===== src/rtl/snd_xfer_pkg.sv =====
package snd_xfer_pkg;
    localparam int OFF_W        = 10;
    localparam int HW_W         = 16;
    localparam int RAM_AW       = 19;
    localparam int UNIT_SHIFT   = 3;
    localparam int MODE_LSB     = 4;
    localparam int STEP_BYTES   = 2;

    localparam logic [OFF_W-1:0] OFF_ADDR = 10'h1A6;
    localparam logic [OFF_W-1:0] OFF_DATA = 10'h1A8;
    localparam logic [OFF_W-1:0] OFF_CTRL = 10'h1AA;
    localparam logic [OFF_W-1:0] OFF_STAT = 10'h1AE;

    typedef enum logic [1:0] {
        XM_STOP   = 2'd0,
        XM_MANUAL = 2'd1,
        XM_DMA_WR = 2'd2,
        XM_DMA_RD = 2'd3
    } xfer_mode_e;

    typedef struct packed {
        logic [HW_W-1:0]   addr_reg;
        logic [RAM_AW-1:0] ptr;
        logic [HW_W-1:0]   ctrl;
        logic [HW_W-1:0]   stat;
    } regs_t;
endpackage


===== src/rtl/snd_xfer_hw_apply.sv =====
module snd_xfer_hw_apply
    import snd_xfer_pkg::*;
(
    input  logic              en,
    input  logic [OFF_W-1:0]  off,
    input  logic [HW_W-1:0]   wdata,
    input  regs_t             cur,
    output regs_t             nxt,
    output logic              we,
    output logic [RAM_AW-1:0] waddr,
    output logic [HW_W-1:0]   wval
);
    localparam logic [RAM_AW-1:0] STEP = RAM_AW'(STEP_BYTES);

    always_comb begin
        nxt   = cur;
        we    = 1'b0;
        waddr = cur.ptr;
        wval  = wdata;
        if (en) begin
            unique case (off)
                OFF_ADDR: begin
                    nxt.addr_reg = wdata;
                    nxt.ptr      = RAM_AW'({wdata, {UNIT_SHIFT{1'b0}}});
                end
                OFF_DATA: begin
                    we      = 1'b1;
                    nxt.ptr = cur.ptr + STEP;
                end
                OFF_CTRL: nxt.ctrl = wdata;
                default:  ;
            endcase
        end
    end
endmodule


===== src/rtl/snd_xfer_rd_mux.sv =====
module snd_xfer_rd_mux
    import snd_xfer_pkg::*;
(
    input  logic [OFF_W-1:0] off,
    input  regs_t            cur,
    output logic [HW_W-1:0]  rdata
);
    always_comb begin
        unique case (off)
            OFF_ADDR: rdata = cur.addr_reg;
            OFF_CTRL: rdata = cur.ctrl;
            OFF_STAT: rdata = cur.stat;
            default:  rdata = {HW_W{1'b1}};
        endcase
    end
endmodule


===== src/rtl/snd_xfer_port.sv =====
module snd_xfer_port
    import snd_xfer_pkg::*;
(
    input  logic              clk,
    input  logic              rst_n,
    input  logic [OFF_W-1:0]  host_off,
    input  logic              host_rd,
    input  logic              host_wr,
    input  logic              host_wide,
    input  logic [31:0]       host_wdata,
    output logic [31:0]       host_rdata,
    output logic              ram_we,
    output logic [RAM_AW-1:0] ram_addr,
    output logic [HW_W-1:0]   ram_wdata,
    output logic              dma_req
);
    localparam int HALVES = 2;

    typedef struct packed {
        regs_t             regs;
        logic [31:0]       rdata;
        logic              we;
        logic [RAM_AW-1:0] waddr;
        logic [HW_W-1:0]   wval;
        logic              req;
    } state_t;

    state_t d, q;

    regs_t             stage   [HALVES+1];
    logic              st_we   [HALVES];
    logic [RAM_AW-1:0] st_addr [HALVES];
    logic [HW_W-1:0]   st_val  [HALVES];
    logic [HW_W-1:0]   rd_half [HALVES];

    assign stage[0] = q.regs;

    for (genvar g = 0; g < HALVES; g++) begin : g_half
        logic [OFF_W-1:0] h_off;
        logic             h_en;
        assign h_off = host_off + OFF_W'(g * STEP_BYTES);
        assign h_en  = host_wr && ((g == 0) || host_wide);

        snd_xfer_hw_apply u_apply (
            .en    (h_en),
            .off   (h_off),
            .wdata (host_wdata[g*HW_W +: HW_W]),
            .cur   (stage[g]),
            .nxt   (stage[g+1]),
            .we    (st_we[g]),
            .waddr (st_addr[g]),
            .wval  (st_val[g])
        );

        snd_xfer_rd_mux u_rd (
            .off   (h_off),
            .cur   (q.regs),
            .rdata (rd_half[g])
        );
    end

    always_comb begin
        xfer_mode_e mode;
        d      = q;
        d.regs = stage[HALVES];
        d.we   = 1'b0;
        for (int i = 0; i < HALVES; i++) begin
            if (st_we[i]) begin
                d.we    = 1'b1;
                d.waddr = st_addr[i];
                d.wval  = st_val[i];
            end
        end
        if (host_rd && !host_wr) begin
            d.rdata = {host_wide ? rd_half[1] : {HW_W{1'b0}}, rd_half[0]};
        end
        mode  = xfer_mode_e'(d.regs.ctrl[MODE_LSB +: 2]);
        d.req = (mode == XM_DMA_WR) || (mode == XM_DMA_RD);
    end

    always_ff @(posedge clk) begin
        if (!rst_n) q <= '0;
        else        q <= d;
    end

    assign host_rdata = q.rdata;
    assign ram_we     = q.we;
    assign ram_addr   = q.waddr;
    assign ram_wdata  = q.wval;
    assign dma_req    = q.req;
endmodule


===== config.mk =====
export PLATFORM = sky130hd
export DESIGN_NAME = snd_xfer_port
export DESIGN_NICKNAME = d
export VERILOG_FILES = /design/src/rtl/snd_xfer_pkg.sv /design/src/rtl/snd_xfer_hw_apply.sv /design/src/rtl/snd_xfer_rd_mux.sv /design/src/rtl/snd_xfer_port.sv
export SDC_FILE = /design/constraint.sdc
export NUM_CORES = 1
export LEC_CHECK = 0
export ABC_CLOCK_PERIOD_IN_PS = 3400
export BUFFER_PORTS_ARGS = -buffer_cell sky130_fd_sc_hd__buf_2
export CAP_MARGIN = 25
export CORE_MARGIN = 2
export CORE_UTILIZATION = 51
export DETAILED_ROUTE_END_ITERATION = 6
export PLACE_DENSITY = 0.78
export SLEW_MARGIN = 15
export SYNTH_ARGS = -nofsm -noshare
export SYNTH_HDL_FRONTEND = slang
export SYNTH_SLANG_ARGS = --single-unit

===== constraint.sdc =====
create_clock -name clk -period 3.4 [get_ports clk]
set_clock_uncertainty 0.05 [all_clocks]
set_input_delay 0.17 -clock clk [delete_from_list [all_inputs] [get_ports clk]]
set_output_delay 0.17 -clock clk [all_outputs]
set_load 0.005 [all_outputs]

# After elaboration in Yosys (flattened, before gate mapping)
# Index checks and enable logic that the tools add are counted.
# word_totals
reg_bits	120
out_inout_bits	69
elab_cells	43
# classes
n_addsub	3
eq_ne	10
muxes	17
reduce_logical	5
# op_table
cell	n
$mux W51	2
$pmux W16 S3	2
$eq A10 B9 Y1 const B	8
$mux W16	5
$pmux W19 S2	2
$mux W36	2
$add A19 B2 Y19 const B	2
$add A10 B2 Y10 const B	1
$eq A2 B2 Y1 const B	2
$mux W1	4
$logic_and A1 B1 Y1	2
$reduce_bool A2 Y1	1
$logic_not A1 Y1	1
$logic_or A1 B1 Y1	1

# Longest topological paths before layout
# logic_depth
depth_word	8
depth_mapped	16
ltp_nobuf	12

# Hierarchy
# From an unflattened synthesis, not the netlist that was laid out.
# hier_totals
hier_cells	1112
hier_area_um2	9247.6
# by_module_without_submodules
module	n_inst	cells_each	area_per_inst_um2	seq_area_each_um2
snd_xfer_port	1	530	5323.9	2722.6
snd_xfer_hw_apply	2	217	1431.4	0.0
snd_xfer_rd_mux	2	74	530.5	0.0

# Worst setup path before layout
# No wires, ideal clock.
# synth_timing
path_kind	input -> register
start	in host_off[5]
end	reg q[118] (netlist name)
t_arrival_ps	3056
required_ps	3281
path_slack_ps	225
stages	15
path_buffers	5
cell_sequence	buf_4 -> or4b_1 -> buf_2 -> or3_1 -> buf_2 -> clkbuf_1 -> o21ai_0 -> ha_1 -> o31ai_1 -> nor4_2 -> and2_1 -> buf_2 -> nand4_1 -> xor2_1 -> o21ai_1
# synth_between
elab_chain_len	6
word_cells_on_any_way	10
cone_classes	add/sub: 2; eq/ne: 4; mux: 4
# synth_rtl
element	line_no	text
from (decl)	snd_xfer_port.sv:6	input logic [OFF_W-1:0] host_off,
$eq A10 B9 Y1	snd_xfer_hw_apply.sv:21	unique case (off)
$pmux W19 S2	snd_xfer_hw_apply.sv:21	
$mux W51	snd_xfer_hw_apply.sv:20	if (en) begin
$add A19 B2 Y19	snd_xfer_hw_apply.sv:28	nxt.ptr = cur.ptr + STEP;
$pmux W19 S2	snd_xfer_hw_apply.sv:21	
$mux W51 (*)	snd_xfer_hw_apply.sv:20	
to (signal assigned)	snd_xfer_port.sv:82	if (!rst_n) q <= '0;
to (signal assigned)	snd_xfer_port.sv:83	else q <= d;
to (decl)	snd_xfer_port.sv:28	state_t d, q;
# Mark *: on every way between the ends. The rest lies on a longest branch, timed or not.
# A chain may end at the register's enable or synchronous reset.

# Worst setup path in the final report
# layout_timing
start	reg q[102] (netlist name)
end	reg q[117] (netlist name)
# layout_between
elab_chain_len	6
# layout_rtl
element	line_no
$add A19 B2 Y19	snd_xfer_hw_apply.sv:28
$pmux W19 S2	snd_xfer_hw_apply.sv:21
$mux W51 (*)	snd_xfer_hw_apply.sv:20
$add A19 B2 Y19	snd_xfer_hw_apply.sv:28
$pmux W19 S2	snd_xfer_hw_apply.sv:21
$mux W51 (*)	snd_xfer_hw_apply.sv:20
# Marked as above.

==> impl_metrics.toml <==
[setup_path]
reg2reg_depth = 10
cp_top_family = "simple AND/OR/NAND/NOR gates"
crit_buf_inv = 0
r2r_slack_ns = 0.17
worstPathRequired_ns = 3.66
cpMaxStageDelayCell = "or4b_2"
crit_chain = "ha_1, nand3_1, or4b_2, a21oi_1, a221oi_1, nor4_2, and4_4, a311oi_1, a41o_1, a311o_1"
path_max_fanout = 8
cp-end-kind = "flip-flop"
critical_path.max_stage_delay_ns = 0.64
worstPathArrival_ns = 3.49
critPathKind = "reg2reg"
crit_cells = 10
start_kind = "flip-flop"

[sta]
whs_ns = 0.0162
worst_slack_ns = 0.169
fin_crit_sh = 0.950
finalMaxSlewViolations = 0
tightest_slew_ns = 0.900
finalSetupTns_ns = 0
finalHoldViolCount = 0
setup_viol = 0
final.min_clock_period_ns = 3.23
slew_headroom = 0.399
rsz0062_at_grt = "false"
timing.fmax_ghz = 0.310

[synth]
netlist_area_mm2 = 0.00641
syn_area_per_cell_um2 = 7.69
synth.yosys.seq_area_share = 0.372
ys_types = 74
async_flop_share = 0
synth-seq-cells = 119
yosysWarnings = 0
synth_edf_count = 0
syn-num-nets = 883
netlist_instances = 833
ys.flop_type = "dfxtp_1"

[clocking]
clk_pin_slew_worst_paths_ns = 0.06
ctsRootBufferMaster = "clkbuf_16"
clockBufferDepth = 2
cts_tree = "built"
cts_setup_buffers = 0
clk_latency_ns = 0.43
clock-sinks = 119
htree_levels = 4
cts_made_buffers = 17

[detailed_routing]
m1WireLength_um = 8880
drt-pass1-iter-count = 6
wl_met3_um = 2020
routed_wirelength_um = 20400
top_layer_used = "met4"
routed_via_density = 6.01
ant_nets = 0
wl_met2_um = 8940
detail_route.iter0.violations = 713
wl_per_cell_um = 18.1
vias = 6788
drc_errors = 0

[layout]
fin_util = 0.656
fill_cells = 1039
fin_cells = 1129
nets = 998
n_antenna_cell = 0
drive_above_1_share = 0.226
syn_to_final_growth_pct = 24.4

[hold_path]
min_path_cells = 3
hp-class = "in2reg"

[global_route]
grt_max_degree = 51
overflow = 0
grt_pass1_wl_um = 32900
first_global_vias = 6304
grt_antenna_before_repair = 0
track_usage = 0.313

[placement]
dp_slack_ns = 0.102
dpl.hpwl_um = 14400
portBuffers = 115
gp_congestion = 0.983
place_inst = 1088

[die]
rows = 40
fp.dieH_um = 116
die_width_um = 116
io_pins = 116
core_area_mm2 = 0.0122
fp.dieArea_mm2 = 0.0135
start_util = 0.527

[power_and_ir_drop]
irDropWorstVdd_mv = 0.407
p_leak_nw = 3.08
power_density_mw_per_mm2 = 440

[run_status]
status = "completed"

[run]
cap_violations = 0
stage by stage:
stage	area (um2)	power (mW)
final	7970	3.50
after global routing	7970	3.61
after CTS	7970	3.51
after detailed placement	7270	1.64
after global placement	7270	1.64
after floorplan	6410	1.54
per-layer routing:
layer  global-route usage  vias up
li1                     -     3269
met1                0.433     3121
met2                0.479      350
met3               0.0690       48
met4                0.127        0
met5                    0        -
logic make-up (layout without fill, tap and decap cells):
group                      Yosys count  after routing  share of synthesized area
adders and majority gates            3              3                    0.00586
muxes                               22             22                     0.0345
AOI/OAI and AO/OA                  227            227                      0.253
buffers and inverters               78            206                     0.0486
and+or+nand+nor                    373            373                      0.271
DFF                                119            119                      0.372
xor gates and xnor gates            11             11                     0.0150
power by group:
part / total, mW / switching, mW / internal, mW
logic: 0.198 / 0.126 / 0.0725
registers: 1.43 / 0.0105 / 1.42
clock network: 1.88 / 0.669 / 1.21
total: 3.50 / 0.805 / 2.70
worst min-delay path, stage by stage:
cell and delay (ns):
buf_2 0.13, nor2_1 0.10, a311oi_1 0.05
cell usage after synthesis (3+ instances only):
library cell	number	area [um2]
a211oi_1	20	150
a21oi_1	52	260
a221o_1	3	30.0
a221oi_1	22	193
a221oi_2	5	75.1
a22oi_1	11	82.6
a311oi_1	28	245
a31oi_1	20	125
and2_1	4	25.0
and3_1	11	68.8
buf_1	4	15.0
buf_2	6	30.0
clkbuf_1	59	221
dfxtp_1	119	2380
ha_1	3	37.5
inv_1	6	22.5
mux2i_1	21	210
nand2_1	155	582
nand2b_1	8	50.1
nand3_1	29	145
nand3b_1	4	30.0
nand4_1	8	50.1
nor2_1	109	409
nor2b_1	5	31.3
nor3_1	6	30.0
nor3b_1	3	22.5
nor4_1	4	25.0
nor4_2	3	37.5
o21a_1	3	22.5
o21ai_0	30	150
o22ai_1	4	25.0
o31ai_1	4	30.0
or3_1	4	25.0
or4_1	3	22.5
or4b_1	3	30.0
xnor2_1	10	87.6
registers in the layout, summed over array words and instances (netlist names):
signal      cells
q              50
host_rdata     32
ram_addr       19
ram_wdata      16
dma_req         1
ram_we          1
path summary, 6_finish.rpt:
| path | to | start |
|---|---|---|
| max | q[117] | q[102] |
| min | ram_wdata[2] | host_wdata[18] |
| max reg2reg | q[117] | q[102] |
| min reg2reg | q[101] | q[101] |
placed cells by master, fill, tap and decap left out, types with 10 or more instances in the layout:
master     count
a221oi_1      22
a211oi_1      20
a311oi_1      28
clkbuf_16     17
buf_4         43
nand2_1      155
a31oi_1       20
a22oi_1       11
nand3_1       29
o21ai_0       30
dfxtp_1      119
and3_1        11
mux2i_1       21
buf_2        115
xnor2_1       10
a21oi_1       52
nor2_1       108
area by class of cell:
cell class / count / area (um2) / share of cell area
clock inverters: 11 / 146 / 0.0184
well taps: 168 / 210 / 0.0264
clock buffers: 21 / 470 / 0.0590
inverters: 7 / 26.3 / 0.00330
repair buffers: 167 / 998 / 0.125
flip-flops and latches: 119 / 2380 / 0.299
multi-input cells: 636 / 3740 / 0.469
repair_timing:
action,CTS,global route
hold endpoints to repair,8,0
hold buffers,8,0
gates resized for setup,0,0
(Power assumes the default switching activity.)
